$ cat config.mk
export PLATFORM = sky130hd
export DESIGN_NAME = tile_bank_steer
export DESIGN_NICKNAME = d
export VERILOG_FILES = /design/src/rtl/tbs_pkg.sv /design/src/rtl/tbs_fetch_decode.sv /design/src/rtl/tbs_tile_state.sv /design/src/rtl/tbs_select.sv /design/src/rtl/tile_bank_steer.sv
export SDC_FILE = /design/constraint.sdc
export NUM_CORES = 1
export LEC_CHECK = 0
export BUFFER_PORTS_ARGS = -buffer_cell sky130_fd_sc_hd__buf_2
export CAP_MARGIN = 20
export CORE_MARGIN = 5
export CORE_UTILIZATION = 49
export DETAILED_ROUTE_END_ITERATION = 16
export PLACE_DENSITY = 0.89
export SKIP_CTS_REPAIR_TIMING = 1
export SYNTH_ARGS = -nofsm -noshare
export SYNTH_HDL_FRONTEND = slang
export SYNTH_SLANG_ARGS = --single-unit
$ cat constraint.sdc
create_clock -name clk -period 4 [get_ports clk]
set_input_delay 0.6 -clock clk [delete_from_list [all_inputs] [get_ports clk]]
set_output_delay 0.6 -clock clk [all_outputs]
set_load 0.03 [all_outputs]
$ cat src/rtl/tbs_pkg.sv
package tbs_pkg;
    localparam int PPU_AW    = 14;
    localparam int SHADOW_AW = 11;
    localparam int BANK_W    = 6;
    localparam int SRC_BIT   = 6;
    localparam int PAGE_W    = 10;

    typedef enum logic [1:0] {
        FK_IDLE    = 2'd0,
        FK_NAME    = 2'd1,
        FK_OTHER   = 2'd2,
        FK_PATTERN = 2'd3
    } fetch_kind_e;

    typedef struct packed {
        logic              from_rom;
        logic [BANK_W-1:0] bank;
    } tile_sel_t;

    function automatic tile_sel_t unpack_shadow(input logic [SRC_BIT:0] b);
        tile_sel_t s;
        s.from_rom = b[SRC_BIT];
        s.bank     = b[BANK_W-1:0];
        return s;
    endfunction

    function automatic logic in_attr_area(input logic [PAGE_W-1:0] off);
        return off[PAGE_W-1:PAGE_W-4] == 4'hF;
    endfunction
endpackage

$ cat src/rtl/tbs_fetch_decode.sv
module tbs_fetch_decode
    import tbs_pkg::*;
#(
    parameter int AW = PPU_AW
) (
    input  logic          rd,
    input  logic [AW-1:0] addr,
    output fetch_kind_e   kind
);
    localparam int PAL_W = AW - 8;

    always_comb begin
        if (!rd)
            kind = FK_IDLE;
        else if (!addr[AW-1])
            kind = FK_PATTERN;
        else if (addr[AW-1:8] == {PAL_W{1'b1}})
            kind = FK_OTHER;
        else if (in_attr_area(addr[PAGE_W-1:0]))
            kind = FK_OTHER;
        else
            kind = FK_NAME;
    end
endmodule

$ cat src/rtl/tbs_tile_state.sv
module tbs_tile_state
    import tbs_pkg::*;
#(
    parameter int KEY_W        = SHADOW_AW,
    parameter int TILE_FETCHES = 2
) (
    input  logic             clk,
    input  logic             rst,
    input  fetch_kind_e      kind,
    input  logic [KEY_W-1:0] key,
    input  logic [SRC_BIT:0] shadow_byte,
    output tile_sel_t        cur,
    output logic             bg_live
);
    localparam int CNT_W = $clog2(TILE_FETCHES + 1);
    localparam logic [CNT_W-1:0] CNT_MAX = CNT_W'(TILE_FETCHES);

    logic [CNT_W-1:0] used_q;
    logic [KEY_W-1:0] last_key_q;
    logic             last_ok_q;
    tile_sel_t        sel_q;
    logic             fresh;

    assign fresh   = (kind == FK_NAME) && !(last_ok_q && last_key_q == key);
    assign bg_live = used_q < CNT_MAX;
    assign cur     = sel_q;

    always_ff @(posedge clk) begin
        if (rst) begin
            used_q     <= CNT_MAX;
            last_key_q <= '0;
            last_ok_q  <= 1'b0;
            sel_q      <= '0;
        end else begin
            if (kind == FK_NAME) begin
                last_key_q <= key;
                last_ok_q  <= 1'b1;
                if (fresh) begin
                    sel_q  <= unpack_shadow(shadow_byte);
                    used_q <= '0;
                end else begin
                    used_q <= CNT_MAX;
                end
            end else if (kind == FK_PATTERN && bg_live) begin
                used_q <= used_q + 1'b1;
            end
        end
    end
endmodule

$ cat src/rtl/tbs_select.sv
module tbs_select
    import tbs_pkg::*;
(
    input  fetch_kind_e       kind,
    input  logic              bg_live,
    input  tile_sel_t         cur,
    input  logic              ppu_a12,
    output logic              rom_cs,
    output logic              ram_cs,
    output logic [BANK_W-1:0] rom_bank,
    output logic              ram_a12
);
    logic pat, use_tile;

    assign pat      = (kind == FK_PATTERN);
    assign use_tile = pat && bg_live;

    always_comb begin
        rom_cs   = 1'b0;
        ram_cs   = 1'b0;
        rom_bank = '0;
        ram_a12  = ppu_a12;
        if (use_tile) begin
            if (cur.from_rom) begin
                rom_cs   = 1'b1;
                rom_bank = cur.bank;
            end else begin
                ram_cs  = 1'b1;
                ram_a12 = cur.bank[0];
            end
        end else if (pat) begin
            ram_cs = 1'b1;
        end
    end
endmodule

$ cat src/rtl/tile_bank_steer.sv
module tile_bank_steer
    import tbs_pkg::*;
#(
    parameter int AW           = PPU_AW,
    parameter int SAW          = SHADOW_AW,
    parameter int TILE_FETCHES = 2
) (
    input  logic              clk,
    input  logic              rst,
    input  logic              ppu_rd,
    input  logic [AW-1:0]     ppu_addr,
    input  logic              ciram_a10,
    input  logic [SRC_BIT:0]  qt_rdata,
    output logic              qt_ce,
    output logic [SAW-1:0]    qt_addr,
    output logic              chr_rom_cs,
    output logic              chr_ram_cs,
    output logic [BANK_W-1:0] chr_rom_bank,
    output logic              chr_ram_a12
);
    fetch_kind_e kind;
    tile_sel_t   cur;
    logic        bg_live;

    tbs_fetch_decode #(.AW(AW)) u_dec (
        .rd   (ppu_rd),
        .addr (ppu_addr),
        .kind (kind)
    );

    assign qt_ce   = (kind == FK_NAME);
    assign qt_addr = {ciram_a10, ppu_addr[SAW-2:0]};

    tbs_tile_state #(.KEY_W(SAW), .TILE_FETCHES(TILE_FETCHES)) u_state (
        .clk         (clk),
        .rst         (rst),
        .kind        (kind),
        .key         (qt_addr),
        .shadow_byte (qt_rdata),
        .cur         (cur),
        .bg_live     (bg_live)
    );

    tbs_select u_sel (
        .kind     (kind),
        .bg_live  (bg_live),
        .cur      (cur),
        .ppu_a12  (ppu_addr[12]),
        .rom_cs   (chr_rom_cs),
        .ram_cs   (chr_ram_cs),
        .rom_bank (chr_rom_bank),
        .ram_a12  (chr_ram_a12)
    );
endmodule

==> flow_summary.json <==
{
  "die_x_microns": 56.4,
  "rows": 16,
  "worst_clock_skew_ns": 0.00403,
  "grt_max_degree": 22,
  "finalSetupViolations": 0,
  "rsz0062_at_grt": "no",
  "nNetsFinal": 172,
  "clock-sinks": 21,
  "routed_wl_mm": 2.38,
  "powerDensity_nw_per_um2": 333,
  "fin_crit_sh": 0.619,
  "yosys_register_bits": 21,
  "avgSynthCellArea_sq_um": 9.50,
  "min_period_ns": 2.48,
  "synthTopCellsByArea": "dfxtp_1, mux2i_1, xnor2_1",
  "synth_top_area_share": 0.399,
  "syn_nets": 136,
  "core_sq_um": 2000,
  "worst_pin_slew_ns": 0.647,
  "arrival_ns": 1.88,
  "h-tree-depth": 1,
  "slew_viol_final": 0,
  "route.detailed.drc": 0,
  "syn_to_final_growth_pct": 17.8,
  "peakVddDrop_uv": 177,
  "ys_warn_count": 0,
  "cts_tree": "built",
  "hold_violations": 0,
  "p_leak_nw": 0.604,
  "postSynthCellCount": 111,
  "hold_slack_ns": 0.506,
  "tns_ns": 0,
  "chipHeight_microns": 56.4,
  "gr-total-overflow": 0,
  "wl_per_cell_microns": 13.7,
  "cts_buffers": 3,
  "max_freq_mhz": 404,
  "first_iter_violations": 16,
  "track_usage": 0.148,
  "clk_latency_ns": 0.30,
  "grt_pass1_wl_mm": 3.71,
  "crit_fanout": 16,
  "crit_required_ns": 3.40,
  "via_per_inst": 5.12,
  "antenna_cells": 0,
  "ys_seq_area_frac": 0.399,
  "num_vias": 886,
  "antenna_found_initial": 0,
  "synth_area_sq_um": 1050,
  "io_pins": 46,
  "ant_nets": 0,
  "hpwl_mm": 1.87,
  "clockBufferDepth": 2,
  "nFillCells": 169,
  "drt_pass1_iterations": 4,
  "path_class": "primary input to primary output",
  "outcome": "complete, no violations",
  "hp-class": "register to register",
  "grt_pass1_vias": 854,
  "endpoint_kind": "primary output",
  "post-synth-top-area-cell": "dfxtp_1",
  "yosysUniqueCellTypes": 19,
  "cts-root-buf": "clkbuf_4",
  "max_slew_margin": 0.569,
  "io_buffers": 45,
  "drive_gt1_frac": 0.356,
  "cap_violations": 0,
  "dieArea_sq_um": 3180,
  "initial_core_util": 0.527,
  "cts.clk_slew.worst_paths_ns": 0.11,
  "startpoint_type": "primary input",
  "place.gp.congestion": 0.818
}
[where the power goes]
| group | switching (mW) | leakage (nW) | internal (mW) |
|---|---|---|---|
| combinational | 0.0504 | 0.417 | 0.0360 |
| clock | 0.0604 | 0.0150 | 0.0389 |
| sequential | 0.00777 | 0.172 | 0.220 |
[cells in the mapped netlist (all sizes together)]
library cell	number
and2	1
nand2	2
a32o	1
mux2	1
a311o	1
o31ai	1
and3	6
a21o	1
dfxtp	21
a31oi	1
nand4	3
a21oi	1
xnor2	12
clkbuf	2
mux2i	16
nor3	4
inv	2
nor2	23
buf	12
[cell families (layout without fill, tap and decap cells)]
| kind of cell | count (synthesis) | count (layout) | synth area share |
|---|---|---|---|
| AND/OR/NAND/NOR | 39 | 39 | 0.167 |
| XOR/XNOR | 12 | 12 | 0.0996 |
| flip-flops | 21 | 21 | 0.399 |
| buffers and inverters | 16 | 51 | 0.0997 |
| multiplexers | 17 | 17 | 0.163 |
| AO/OA/AOI/OAI | 6 | 6 | 0.0724 |
[cells in the final DEF (no fill, tap or decap), drive strengths merged]
cell type / Yosys / routed
dfxtp: 21 / 21
a32o: 1 / 1
nand2: 2 / 2
mux2i: 16 / 16
a21oi: 1 / 1
buf: 12 / 45
clkbuf: 2 / 4
nand4: 3 / 3
a311o: 1 / 1
inv: 2 / 2
a21o: 1 / 1
o31ai: 1 / 1
nor3: 4 / 4
and2: 1 / 1
and3: 6 / 6
nor2: 23 / 23
mux2: 1 / 1
a31oi: 1 / 1
xnor2: 12 / 12
[routing by layer]
layer | vias up | GRT usage | routed length [microns]
met2 | 38 | 0.289 | 1260
met3 | 9 | 0.0367 | 156
met5 | - | 0 | 0
li1 | 436 | - | -
met4 | 0 | 0.0610 | 68
met1 | 403 | 0.146 | 894
[stage by stage]
| stage | utilization | setup WS [ns] | power [mW] | std cells | instance area [sq um] |
|---|---|---|---|---|---|
| after floorplan | - | 1.94 | 0.296 | 111 | 1050 |
| after global placement | 0.608 | 1.57 | 0.315 | 169 | 1220 |
| after detailed placement | 0.608 | 1.54 | 0.319 | 169 | 1220 |
| after CTS | 0.621 | 1.53 | 0.419 | 173 | 1240 |
| after global routing | 0.621 | 1.49 | 0.434 | 173 | 1240 |
| final | 0.621 | 1.52 | 0.414 | 173 | 1240 |
[critical path, stage by stage]
cell	delay [ns]
buf_2	0.10
a32o_1	0.28
a31oi_4	0.57
buf_2	0.32
[final timing paths]
kind	slack, ns	from	end	cells after the start
setup reg to reg	2.32	u_state.last_key_q[1]	u_state.cur[1]	5
hold / removal	0.51	u_state.cur[5]	u_state.cur[5]	2
hold reg to reg	0.51	u_state.cur[5]	u_state.cur[5]	2
setup / recovery	1.52	ppu_addr[11]	qt_ce	4
[flip-flops by register name, summed over array words and instances (netlist names)]
register            count
u_state.last_key_q     11
u_state.last_ok_q       1
u_state.used_q          2
u_state.cur             7
[layout make-up]
class	count	area, sq um	area share
Multi-Input combinational cell	74	529	0.426
Sequential cell	21	420	0.338
Timing Repair Buffer	45	225	0.181
Tap cell	27	33.8	0.0272
Inverter	2	7.51	0.00604
Clock buffer	4	26.3	0.0211
Note: power is estimated with default switching activity, not from simulation.
